### src/rtl/irq_gather_pkg.sv
package irq_gather_pkg;
  localparam int ADDR_W  = 3;
  localparam int IP_LSB  = 8;   // pending and mask fields start here
  localparam logic [ADDR_W-1:0] ADR_STATUS    = 3'd0;
  localparam logic [ADDR_W-1:0] ADR_CAUSE     = 3'd1;
  localparam logic [ADDR_W-1:0] ADR_COUNT     = 3'd2;
  localparam logic [ADDR_W-1:0] ADR_COMPARE   = 3'd3;
  localparam int                ADR_PERF_BASE = 4;
endpackage

### src/rtl/irq_perf_cnt.sv
module irq_perf_cnt #(
  parameter int W = 32
) (
  input  logic         clk_i,
  input  logic         rst_ni,
  input  logic         evt_i,
  input  logic         we_i,
  input  logic [W-1:0] wdata_i,
  output logic [W-1:0] cnt_o,
  output logic         ovf_o
);
  localparam logic [W-1:0] EDGE_VAL = {1'b0, {(W-1){1'b1}}};

  logic [W-1:0] cnt_q;

  always_ff @(posedge clk_i or negedge rst_ni) begin
    if (!rst_ni)     cnt_q <= '0;
    else if (we_i)   cnt_q <= wdata_i;
    else if (evt_i)  cnt_q <= cnt_q + 1'b1;
  end

  // top bit set by counting only, not by a load
  assign ovf_o = evt_i && !we_i && (cnt_q == EDGE_VAL);
  assign cnt_o = cnt_q;

  assert_perf_wrap_R7: assert property (@(posedge clk_i) disable iff (!rst_ni)
    (evt_i && !we_i && cnt_q == EDGE_VAL) |=> cnt_q[W-1]);
  assert_perf_hold_R7: assert property (@(posedge clk_i) disable iff (!rst_ni)
    (!evt_i && !we_i) |=> $stable(cnt_q));
endmodule

### src/rtl/irq_timer.sv
module irq_timer #(
  parameter int CNT_W    = 32,
  parameter int NUM_PERF = 2
) (
  input  logic                           clk_i,
  input  logic                           rst_ni,
  input  logic                           cnt_we_i,
  input  logic                           cmp_we_i,
  input  logic [NUM_PERF-1:0]            perf_we_i,
  input  logic [CNT_W-1:0]               wdata_i,
  input  logic [NUM_PERF-1:0]            perf_evt_i,
  output logic [CNT_W-1:0]               count_o,
  output logic [CNT_W-1:0]               compare_o,
  output logic [NUM_PERF-1:0][CNT_W-1:0] perf_o,
  output logic                           tick_o
);
  logic [CNT_W-1:0]    count_q, compare_q;
  logic [NUM_PERF-1:0] perf_ovf;
  logic                tick_q, tick_set;

  for (genvar k = 0; k < NUM_PERF; k++) begin : g_perf
    irq_perf_cnt #(.W(CNT_W)) u_perf (
      .clk_i   (clk_i),
      .rst_ni  (rst_ni),
      .evt_i   (perf_evt_i[k]),
      .we_i    (perf_we_i[k]),
      .wdata_i (wdata_i),
      .cnt_o   (perf_o[k]),
      .ovf_o   (perf_ovf[k])
    );
  end

  assign tick_set = (count_q == compare_q) || (|perf_ovf);

  always_ff @(posedge clk_i or negedge rst_ni) begin
    if (!rst_ni) begin
      count_q   <= '0;
      compare_q <= '1;
      tick_q    <= 1'b0;
    end else begin
      count_q <= cnt_we_i ? wdata_i : count_q + 1'b1;
      if (cmp_we_i) compare_q <= wdata_i;
      // a set event outranks the clearing compare write
      if (tick_set)      tick_q <= 1'b1;
      else if (cmp_we_i) tick_q <= 1'b0;
    end
  end

  assign count_o   = count_q;
  assign compare_o = compare_q;
  assign tick_o    = tick_q;

  assert_match_sets_R6: assert property (@(posedge clk_i) disable iff (!rst_ni)
    (count_o == compare_o) |=> tick_o);
  assert_cmp_clears_R6: assert property (@(posedge clk_i) disable iff (!rst_ni)
    (cmp_we_i && count_o != compare_o && perf_ovf == '0) |=> !tick_o);
  assert_tick_sticky_R6: assert property (@(posedge clk_i) disable iff (!rst_ni)
    (tick_o && !cmp_we_i) |=> tick_o);
  assert_ovf_sets_R7: assert property (@(posedge clk_i) disable iff (!rst_ni)
    (|perf_ovf) |=> tick_o);
endmodule

### src/rtl/irq_nmi_edge.sv
module irq_nmi_edge (
  input  logic clk_i,
  input  logic rst_ni,
  input  logic nmi_i,
  output logic pulse_o
);
  logic lvl_q, pulse_q;

  always_ff @(posedge clk_i or negedge rst_ni) begin
    if (!rst_ni) begin
      lvl_q   <= 1'b0;
      pulse_q <= 1'b0;
    end else begin
      lvl_q   <= nmi_i;
      pulse_q <= nmi_i && !lvl_q;
    end
  end

  assign pulse_o = pulse_q;

  assert_nmi_one_cycle_R10: assert property (@(posedge clk_i) disable iff (!rst_ni)
    pulse_o |=> !pulse_o);
  assert_nmi_rise_R10: assert property (@(posedge clk_i) disable iff (!rst_ni)
    (nmi_i && !lvl_q) |=> pulse_o);
endmodule

### src/rtl/irq_gather.sv
module irq_gather
  import irq_gather_pkg::*;
#(
  parameter int NUM_HW   = 5,
  parameter int NUM_SW   = 2,
  parameter int NUM_PERF = 2,
  parameter int DATA_W   = 32
) (
  input  logic                clk_i,
  input  logic                rst_ni,
  input  logic [NUM_HW-1:0]   hw_irq_i,
  input  logic [NUM_PERF-1:0] perf_evt_i,
  input  logic                nmi_i,
  input  logic                reg_we_i,
  input  logic [ADDR_W-1:0]   reg_addr_i,
  input  logic [DATA_W-1:0]   reg_wdata_i,
  output logic [DATA_W-1:0]   reg_rdata_o,
  output logic                irq_o,
  output logic                nmi_o
);
  localparam int NUM_IP = NUM_SW + NUM_HW + 1;
  localparam int HW_LSB = NUM_SW;

  logic                           ie_q;
  logic [NUM_IP-1:0]              im_q;
  logic [NUM_SW-1:0]              sw_q;
  logic [NUM_HW-1:0]              hw_q;
  logic [NUM_IP-1:0]              ip;
  logic                           tick;
  logic [DATA_W-1:0]              count, compare;
  logic [NUM_PERF-1:0][DATA_W-1:0] perf;
  logic                           st_we, cause_we, cnt_we, cmp_we;
  logic [NUM_PERF-1:0]            perf_we;

  assign st_we    = reg_we_i && (reg_addr_i == ADR_STATUS);
  assign cause_we = reg_we_i && (reg_addr_i == ADR_CAUSE);
  assign cnt_we   = reg_we_i && (reg_addr_i == ADR_COUNT);
  assign cmp_we   = reg_we_i && (reg_addr_i == ADR_COMPARE);

  for (genvar k = 0; k < NUM_PERF; k++) begin : g_pwe
    assign perf_we[k] = reg_we_i && (reg_addr_i == ADDR_W'(ADR_PERF_BASE + k));
  end

  always_ff @(posedge clk_i or negedge rst_ni) begin
    if (!rst_ni) begin
      ie_q <= 1'b0;
      im_q <= '0;
      sw_q <= '0;
      hw_q <= '0;
    end else begin
      hw_q <= hw_irq_i;
      if (st_we) begin
        ie_q <= reg_wdata_i[0];
        im_q <= reg_wdata_i[IP_LSB +: NUM_IP];
      end
      if (cause_we) sw_q <= reg_wdata_i[IP_LSB +: NUM_SW];
    end
  end

  irq_timer #(.CNT_W(DATA_W), .NUM_PERF(NUM_PERF)) u_timer (
    .clk_i      (clk_i),
    .rst_ni     (rst_ni),
    .cnt_we_i   (cnt_we),
    .cmp_we_i   (cmp_we),
    .perf_we_i  (perf_we),
    .wdata_i    (reg_wdata_i),
    .perf_evt_i (perf_evt_i),
    .count_o    (count),
    .compare_o  (compare),
    .perf_o     (perf),
    .tick_o     (tick)
  );

  irq_nmi_edge u_nmi (
    .clk_i   (clk_i),
    .rst_ni  (rst_ni),
    .nmi_i   (nmi_i),
    .pulse_o (nmi_o)
  );

  assign ip    = {tick, hw_q, sw_q};
  assign irq_o = ie_q && (|(ip & im_q));

  always_comb begin
    reg_rdata_o = '0;
    case (reg_addr_i)
      ADR_STATUS: begin
        reg_rdata_o[0]                 = ie_q;
        reg_rdata_o[IP_LSB +: NUM_IP]  = im_q;
      end
      ADR_CAUSE:   reg_rdata_o[IP_LSB +: NUM_IP] = ip;
      ADR_COUNT:   reg_rdata_o = count;
      ADR_COMPARE: reg_rdata_o = compare;
      default: begin
        for (int k = 0; k < NUM_PERF; k++)
          if (reg_addr_i == ADDR_W'(ADR_PERF_BASE + k)) reg_rdata_o = perf[k];
      end
    endcase
  end

  assert_sw_write_R3: assert property (@(posedge clk_i) disable iff (!rst_ni)
    cause_we |=> sw_q == $past(reg_wdata_i[IP_LSB +: NUM_SW]));
  assert_sw_hold_R3: assert property (@(posedge clk_i) disable iff (!rst_ni)
    !cause_we |=> $stable(sw_q));
  assert_hw_follow_R4: assert property (@(posedge clk_i) disable iff (!rst_ni)
    1'b1 |=> ip[HW_LSB +: NUM_HW] == $past(hw_irq_i));
  assert_hw_reach_R8: assert property (@(posedge clk_i) disable iff (!rst_ni)
    (ie_q && im_q[HW_LSB] && hw_irq_i[0] && !st_we) |=> irq_o);
  assert_gate_off_R9: assert property (@(posedge clk_i) disable iff (!rst_ni)
    (!ie_q && !st_we) |=> !irq_o);
endmodule

### config.mk
export PLATFORM = sky130hd
export DESIGN_NAME = irq_gather
export DESIGN_NICKNAME = d
export VERILOG_FILES = /design/src/rtl/irq_gather_pkg.sv /design/src/rtl/irq_perf_cnt.sv /design/src/rtl/irq_timer.sv /design/src/rtl/irq_nmi_edge.sv /design/src/rtl/irq_gather.sv
export SDC_FILE = /design/constraint.sdc
export NUM_CORES = 1
export LEC_CHECK = 0
export BUFFER_PORTS_ARGS = -buffer_cell sky130_fd_sc_hd__buf_2
export CORE_MARGIN = 4
export CORE_UTILIZATION = 53
export CTS_CLUSTER_SIZE = 8
export DETAILED_ROUTE_END_ITERATION = 8
export GPL_TIMING_DRIVEN = 1
export PLACE_DENSITY = 0.72
export SLEW_MARGIN = 5
export SYNTH_ARGS = -nofsm -noshare
export SYNTH_HDL_FRONTEND = slang
export SYNTH_HIERARCHICAL = 1
export SYNTH_SLANG_ARGS = --single-unit
### constraint.sdc
create_clock -name clk_i -period 2.6 [get_ports clk_i]
set_input_delay 0.26 -clock clk_i [delete_from_list [all_inputs] [get_ports clk_i]]
set_output_delay 0.26 -clock clk_i [all_outputs]
set_load 0.02 [all_outputs]
==> flow_summary.yaml, run 1 <==
global_routing:
  grt_pass1_vias: 7786
  grt_pass1_wl_um: 43700
  grt_use_total_pct: 28.6
  grt-ovfl-total: 0
  antenna_found_initial: 0
  grt_max_degree: 52
timing:
  fin_ws_ns: 0.276
  rsz0062_at_grt: "no"
  slew_headroom_pct: 40.4
  slew_violations: 0
  fin_crit_ns: 2.32
  post-route-period-util_pct: 89.4
  tightestPinTransition_ns: 0.894
  fin_worst_skew_ns: 0.00699
  hold_violations: 0
  setup_tns_ns: 0
  fmax_mhz: 430
  finalSetupViolations: 0
cts:
  cts_sinks: 147
  clkTransAtPathRegs_ns: 0.06
  postCtsSetupBuffers: 0
  clockBufferDepth: 2
  insertion_delay_ns: 0.43
  cts-htree-levels: 4
  numCtsBuffers: 17
  root_buffer: "clkbuf_16"
  cts_tree: "built"
  cts_resized: 0
critical_path:
  startpoint_type: "flip-flop"
  crit_path_max_fanout: 24
  ff2ff_setup_slack_ns: 0.28
  required_ns: 2.94
  arrival_ns: 2.67
  crit_type: "flip-flop to flip-flop"
  startpoint: "u_timer/g_perf[1].u_perf/cnt_o[3]$_DFFE_PN0P_"
  cpMaxStageDelayCell: "or3_1"
  slowest_delay_ns: 0.74
  setup.worst_path.end_class: "flip-flop"
  timing.rr.start: "u_timer/g_perf[1].u_perf/cnt_o[3]$_DFFE_PN0P_"
  crit_chain: "nand4_2 -> or3_1 -> or4_1 -> a31oi_1"
  path_delay_family: "simple AND/OR/NAND/NOR gates"
  path_buf_inv: 0
layout:
  seq_area_um2: 3720
  multi_input_area_um2: 5090
  drive_gt1_share_pct: 22.5
  n_fill_cell: 1477
  layout_common_cells: "dfrtp_1, buf_2, nand2_1"
  antenna_cells: 0
  syn_to_final_growth_pct: 13.1
  fin_cells: 1276
  finalNetCount: 1087
  post-route-util_pct: 60.8
  layout_commonest_cell: "dfrtp_1"
synth:
  syn-num-nets: 1025
  synth_flop_cell: "dfrtp_1"
  syn_area_um2: 9240
  synth.yosys.warnings: 6
  synth_top_area_share_pct: 31.1
  synthArstFlopShare_pct: 100
  yosys.area.top_type: "dfrtp_1"
  yosysSeqAreaShare_pct: 40.2
  yosysUniqueCellTypes: 61
  syn_inst: 976
  yosys-top-cells-area: "dfrtp_1, dfstp_2, mux2_2"
  syn_area_per_cell_um2: 9.47
  synth-edff-count: 0
  ys_seq_elements: 147
routing:
  vias_per_cell: 6.50
  routed_wl_um: 28000
  drt-initial-drc-count: 804
  firstDrtPassIters: 8
  post_drt_wl_per_cell_um: 21.9
  vias: 8290
  drc: 0
  ant_nets: 0
place:
  placed_cells: 1237
  portBuffers: 79
  place_ws_ns: 0.336
  place.gp.congestion: 0.898
  place_hpwl_um: 20300
flow_run:
  drv_cap: 0
floorplanning:
  ioPinCount: 80
  start_util_pct: 53.8
  chipWidth_um: 140
  dieArea_um2: 19600
  rows: 48
  fp.coreArea_um2: 17200
  die_h_um: 140
power:
  vdd_drop_max_uv: 534
  power_density_nw_per_um2: 800
  p_leak_nw: 4.10
worst_hold_path:
  hp-class: "primary input to flip-flop"
  min-delay-start: "reg_wdata_i[3]"
outcome:
  status: "completed"
## through the flow
stage	power (mW)	instance area [µm²]	hold slack, ns
6_report	8.36	10400	0.130
2_1_floorplan	5.01	9240	-0.0356
3_5_place_dp	5.82	9780	0.244
3_3_place_gp	5.74	9780	0.247
5_1_grt	8.80	10400	0.132
4_1_cts	8.35	10400	0.118
## logic make-up (layout without fill, tap and decap cells)
family	count (synthesis)	count (layout)	share of synthesized area (%)
AND/OR/NAND/NOR	350	350	21.3
AO/OA/AOI/OAI	215	215	14.5
flip-flops	147	147	40.2
multiplexers	109	109	12.6
buffers and inverters	87	162	4.73
XOR/XNOR	65	65	6.16
adder cells (fa/ha/maj)	3	3	0.406
## sequential cells by signal (all words and copies together), names as in the netlist
signal / flops
im_q: 8
sw_q: 2
u_timer/count_o: 32
u_timer/tick_o: 1
u_timer/compare_o: 32
hw_q: 5
u_nmi/lvl_q: 1
ie_q: 1
u_timer/g_perf.u_perf/cnt_o: 64
u_nmi/pulse_o: 1
## cell usage after synthesis (5+ instances only)
cell,count
clkbuf_1,37
buf_6,9
nor4_1,13
a211o_1,7
or3_1,8
buf_2,11
nor2_1,56
o22ai_1,24
o211ai_1,6
nand2_1,74
and3_1,5
o31ai_1,31
mux2i_1,57
a22o_1,6
nand3_1,46
dfstp_2,32
xnor2_1,12
a31oi_1,43
inv_1,21
and4_1,11
a21oi_1,20
or4_1,38
xor2_1,53
nor3b_1,10
dfrtp_1,115
nand4_1,41
nor2b_1,12
mux2_2,51
nor3_1,11
o21ai_0,64
a22oi_1,5
## final cells by class
type / instances / area share (%)
well taps: 225 / 2.69
inverters: 22 / 0.790
multi-input cells: 742 / 48.7
clock inverters: 11 / 1.21
clock buffers: 21 / 4.50
flip-flops and latches: 147 / 35.6
repair buffers: 108 / 6.48
## worst paths after layout
path                                                                   to  cells past startpoint
max                        u_timer/g_perf[1].u_perf/cnt_o[25]$_DFFE_PN0P_                      4
min                         u_timer/g_perf[0].u_perf/cnt_o[3]$_DFFE_PN0P_                      3
max reg2reg                u_timer/g_perf[1].u_perf/cnt_o[25]$_DFFE_PN0P_                      4
min reg2reg                                       u_nmi/pulse_o$_DFF_PN0_                      1
max in group asynchronous                u_timer/compare_o[9]$_DFFE_PN1P_                      3
min in group asynchronous  u_timer/g_perf[0].u_perf/cnt_o[17]$_DFFE_PN0P_                      2
## tightest hold or removal path, cell delays in order
cell,delay [ns]
buf_2,0.14
nand2_1,0.06
o21ai_0,0.06
## where the power goes
part	total [mW]	leakage [nW]	switching [mW]	internal, mW
sequential	3.72	1.65	0.817	2.90
clock	2.50	0.282	1.01	1.49
combinational	2.14	2.17	1.19	0.951
## timing repair
item | 4_1_cts | 5_1_grt
hold buffers | 7 | 0
setup endpoints to repair | 0 | 0
hold endpoints to repair | 45 | 0
## metal layers
layer | up-vias | global-route usage (%) | share of wire [%]
met3 | 64 | 5.67 | 8.3
met4 | 0 | 10.4 | 3.3
met5 | - | 0 | 0
met1 | 3985 | 39.7 | 42
met2 | 447 | 44.8 | 46
li1 | 3794 | - | -
(Power assumes the default switching activity.)
==> inputs of run 2 (changes only) <==
--- a/config.mk
+++ b/config.mk
@@ -9,5 +9,5 @@
 export CORE_MARGIN = 4
 export CORE_UTILIZATION = 53
-export CTS_CLUSTER_SIZE = 8
+export CTS_CLUSTER_SIZE = 40
 export DETAILED_ROUTE_END_ITERATION = 8
 export GPL_TIMING_DRIVEN = 1
==> constraint.sdc (replaced) <==
create_clock -name clk_i -period 2.6 [get_ports clk_i]
set_input_delay 0.52 -clock clk_i [delete_from_list [all_inputs] [get_ports clk_i]]
set_output_delay 0.52 -clock clk_i [all_outputs]
set_load 0.02 [all_outputs]
==> run 2 against run 1 <==
Compared with the run above: non-clock buffer count up 3; global-route usage up 0.92 points; sequential share of layout area hardly changed; core utilization increased by 0.058 points; critical path depth up 1; maximum frequency fell by 3.8%; flip-flop and latch count unchanged; sequential power increased by 1%; final cell count grew 0.24%; critical path type is now primary input to output pin; critical endpoint is now reg_rdata_o[29]; largest cell class unchanged.
==> flow_summary.yaml, run 2 (synthesized netlist as in run 1, its figures left out) <==
outcome:
  status: "completed"
routing:
  vias: 8355
  routed_wl_um: 28900
  ant_nets: 0
  post_drt_wl_per_cell_um: 22.6
  drt-initial-drc-count: 930
  firstDrtPassIters: 5
  drc: 0
  vias_per_cell: 6.53
cts:
  holdBufCountCts: 1
  clkTransAtPathRegs_ns: 0.06
  cts_tree: "built"
  clockBufferDepth: 2
  cts-htree-levels: 4
  cts_resized: 0
  cts_sinks: 147
  insertion_delay_ns: 0.44
  numCtsBuffers: 17
  root_buffer: "clkbuf_16"
  postCtsSetupBuffers: 0
critical_path:
  crit_path_max_fanout: 42
  r2r_cells: 4
  setup.worst_path.end_class: "output pin"
  startpoint_type: "primary input"
  arrival_ns: 1.90
  path_delay_family: "buffers and inverters"
  startpoint: "reg_addr_i[0]"
  crit_type: "primary input to output pin"
  cpMaxStageDelayCell: "buf_4"
  slowest_delay_ns: 0.35
  required_ns: 2.08
  r2r-end: "u_timer/g_perf[0].u_perf/cnt_o[24]$_DFFE_PN0P_"
  ff2ff_setup_slack_ns: 0.26
  crit_chain: "buf_4 -> buf_12 -> mux2i_1 -> o22ai_1 -> buf_2"
  timing.rr.start: "u_timer/g_perf[0].u_perf/cnt_o[3]$_DFFE_PN0P_"
  path_buf_inv: 3
layout:
  largest_register_ffs: 64
  antenna_cells: 0
  n_fill_cell: 1529
  syn_to_final_growth_pct: 13.2
  finalNetCount: 1090
  drive_gt1_share_pct: 23.3
  fin_cells: 1279
  layout_commonest_cell: "dfrtp_1"
  layout_common_cells: "dfrtp_1, buf_2, nand2_1"
power:
  vdd_drop_max_uv: 554
  p_leak_nw: 4.11
  power.share.clock_pct: 29.1
  p_seq_share_pct: 44.9
  power_density_nw_per_um2: 801
  p_int_mw: 5.23
  p_comb_share_pct: 26.0
  power.switching_mw: 3.15
  switching_share_pct: 37.6
timing:
  finalSetupViolations: 0
  slew_headroom_pct: 37.1
  fin_worst_skew_ns: 0.00897
  hold_violations: 0
  fmax_mhz: 414
  setup_tns_ns: 0
  rsz0062_at_grt: "no"
  post-route-period-util_pct: 92.9
  fin_crit_ns: 2.42
  slew_violations: 0
  fin_ws_ns: 0.184
  tightestPinTransition_ns: 0.943
floorplanning:
  fp.coreArea_um2: 17200
  dieArea_um2: 19600
  die_h_um: 140
  rows: 48
  start_util_pct: 53.8
  ioPinCount: 80
  chipWidth_um: 140
flow_run:
  drv_cap: 0
place:
  place_ws_ns: 0.203
  place_hpwl_um: 20900
  portBuffers: 79
  place.gp.congestion: 0.964
  placed_cells: 1246
global_routing:
  grt-ovfl-total: 0
  grt_pass1_wl_um: 45200
  grt_use_total_pct: 29.5
  grt_pass1_vias: 7924
  grt_max_degree: 45
  antenna_found_initial: 0
worst_hold_path:
  hold_end: "hw_q[4]$_DFF_PN0_"
  hp-class: "primary input to flip-flop"
  hold_path_depth: 1
  min-delay-start: "hw_irq_i[4]"
-- run 2: cell type report --
| cell class | instances | area [µm²] | share of cell area, % |
|---|---|---|---|
| Multi-Input combinational cell | 742 | 5090 | 48.7 |
| Sequential cell | 147 | 3720 | 35.6 |
| Timing Repair Buffer | 111 | 709 | 6.78 |
| Clock buffer | 17 | 425 | 4.07 |
| Tap cell | 225 | 282 | 2.69 |
| Clock inverter | 15 | 149 | 1.42 |
| Inverter | 22 | 82.6 | 0.790 |
-- run 2: worst max path at each step --
stage | endpoint | depth (start not counted)
2_1_floorplan | u_timer/tick_o$_DFFE_PN0P_ | 10
3_3_place_gp | reg_rdata_o[5] | 5
3_5_place_dp | reg_rdata_o[5] | 5
4_1_cts | reg_rdata_o[5] | 5
5_1_grt | reg_rdata_o[5] | 5
6_report | reg_rdata_o[29] | 5
-- run 2: per-layer routing --
metal	part of all wire, %	vias up	GRT usage, %
li1	-	3814	-
met1	42	4059	40.0
met2	46	421	46.6
met3	8.7	61	7.00
met4	3.2	0	10.5
met5	0	-	0
-- run 2: power groups by stage --
stage	Combinational, mW	Clock [mW]	Sequential [mW]
after floorplan	1.55	0	3.46
after global placement	2.07	0	3.76
after detailed placement	2.14	0	3.77
after CTS	2.15	2.46	3.73
after global routing	2.41	2.56	3.83
final	2.18	2.44	3.76
-- run 2: worst reg2reg max path, delay by kind of cell (launching register included) --
family | cells | cell delay (ns)
compound gates | 1 | 0.18
flops | 1 | 0.52
simple gates | 3 | 1.56
-- run 2: through the flow --
stage                     util, %  power, mW  area (µm²)  hold WS, ns
after floorplan                 -       5.01        9240        0.224
after global placement       57.5       5.83        9870        0.432
after detailed placement     57.5       5.91        9870        0.436
after CTS                    60.9       8.35       10500        0.172
after global routing         60.9       8.81       10500        0.170
final                        60.9       8.37       10500        0.187
==> inputs of run 3 (changes only) <==
CELL_PAD_IN_SITES_DETAIL_PLACEMENT = 0   (was not set)
CELL_PAD_IN_SITES_GLOBAL_PLACEMENT = 1   (was not set)
CORE_UTILIZATION = 47   (was 53)
PLACE_DENSITY = not set   (was 0.72)
PLACE_DENSITY_LB_ADDON = 0.1   (was not set)
==> run 3 against run 2 <==
Compared with the run above: routed wire length increased by 1.8%; global-route usage fell by 2.6 points; maximum frequency rose by 0.26%; highest routed layer unchanged; total power decreased by 0.29%; clock skew about the same; final cell count rose by 2.9%.
==> flow_summary.yaml, run 3 (synthesized netlist as in run 1, its figures left out) <==
timing:
  fin_worst_skew_ns: 0.00939
  slew_headroom_pct: 35.6
  tightestPinTransition_ns: 0.965
  hold_violations: 0
  slew_violations: 0
  finalSetupViolations: 0
  setup_tns_ns: 0
  post-route-period-util_pct: 92.7
  fmax_mhz: 415
  rsz0062_at_grt: "no"
  fin_crit_ns: 2.41
global_routing:
  grt_pass1_vias: 7622
  antenna_found_initial: 0
  grt_use_total_pct: 26.9
  grt_pass1_wl_um: 45200
  grt_max_degree: 55
  grt-ovfl-total: 0
floorplanning:
  rows: 51
  start_util_pct: 47.6
  dieArea_um2: 22000
  ioPinCount: 80
  die_h_um: 148
  chipWidth_um: 148
  fp.coreArea_um2: 19400
routing:
  firstDrtPassIters: 7
  vias: 8062
  post_drt_wl_per_cell_um: 22.3
  drt-initial-drc-count: 661
  ant_nets: 0
  routed_wl_um: 29400
  drc: 0
  vias_per_cell: 6.13
critical_path:
  crit_type: "primary input to output pin"
  required_ns: 2.08
  startpoint_type: "primary input"
  cpMostUsedCell: "buf_12"
  path_buf_inv: 4
  crit_path_max_fanout: 36
  setup.worst_path.end_class: "output pin"
  path_delay_family: "buffers and inverters"
  cpMaxStageDelayCell: "buf_4"
  crit_chain: "buf_4 -> buf_12 -> buf_12 -> mux2i_1 -> o22ai_1 -> buf_2"
  arrival_ns: 1.89
  slowest_delay_ns: 0.35
layout:
  finalNetCount: 1087
  antenna_cells: 0
  post-route-util_pct: 54.0
  seq_area_um2: 3720
  layout_commonest_cell: "dfrtp_1"
  largest_register_ffs: 64
  drive_gt1_share_pct: 23.2
  n_fill_cell: 1884
  syn_to_final_growth_pct: 13.3
  multi_input_area_um2: 5090
  layout_common_cells: "dfrtp_1, buf_2, nand2_1"
cts:
  insertion_delay_ns: 0.44
  cts_sinks: 147
  holdBufCountCts: 0
  cts-htree-levels: 4
  postCtsSetupBuffers: 0
  numCtsBuffers: 17
  clockBufferDepth: 2
  cts_tree: "built"
  cts_resized: 0
  root_buffer: "clkbuf_16"
  clkTransAtPathRegs_ns: 0.07
power:
  vdd_drop_max_uv: 542
  power_density_nw_per_um2: 797
  p_leak_nw: 4.11
outcome:
  status: "completed"
flow_run:
  drv_cap: 0
place:
  place_hpwl_um: 21600
  place.gp.congestion: 0.856
  portBuffers: 79
worst_hold_path:
  hp-class: "primary input to async pin"
## run 3: changes by cell type in the layout (fill, tap and decap cells not counted)
cell           before  now
bufinv_16           1    0
dlygate4sd3_1       1    0
clkinvlp_4          5    1
buf_12              5    4
buf_4              27   26
inv_8               1    5
clkbuf_8            0    1
## run 3: cell type report
cell class                      instances  area share (%)
Sequential cell                       147            35.5
Timing Repair Buffer                  108            6.42
Clock buffer                           18            4.20
Inverter                               22           0.789
Multi-Input combinational cell        742            48.6
Clock inverter                         14            1.28
Tap cell                              265            3.17
## run 3: routing by layer
metal | share of wire [%] | global-route usage [%] | vias up
met4 | 2.2 | 8.36 | 0
met5 | 0 | 0 | -
met3 | 4.7 | 3.96 | 39
met1 | 44 | 36.2 | 3981
li1 | - | - | 3808
met2 | 49 | 45.2 | 234
## run 3: where the power goes
part	internal, mW	switching (mW)	total [mW]
registers	2.90	0.879	3.78
clock network	1.30	1.15	2.45
logic	0.952	1.17	2.12
## run 3: final timing paths
check	from	end	slack, ns	cells after the start
max in group asynchronous	rst_ni	u_timer/compare_o[4]$_DFFE_PN1P_	1.70	2
max	reg_addr_i[0]	reg_rdata_o[17]	0.19	6
min in group clk_i	hw_irq_i[4]	hw_q[4]$_DFF_PN0_	0.18	1
min	rst_ni	u_timer/g_perf[0].u_perf/cnt_o[22]$_DFFE_PN0P_	0.04	1
max reg2reg	u_timer/count_o[2]$_DFF_PN0_	u_timer/count_o[23]$_DFF_PN0_	0.40	4
min reg2reg	u_nmi/lvl_q$_DFF_PN0_	u_nmi/pulse_o$_DFF_PN0_	0.45	1
## run 3: per-stage QoR
step                power [mW]  instances  setup slack (ns)  cell area (µm²)  hold slack [ns]
floorplan                 5.01        976             0.238             9240            0.224
global placement          5.86       1284             0.184             9900            0.440
detailed placement        5.91       1284             0.167             9900            0.435
CTS                       8.37       1316             0.171            10500           0.0574
global route              8.79       1316            0.0703            10500           0.0661
finish                    8.35       1316             0.190            10500           0.0388
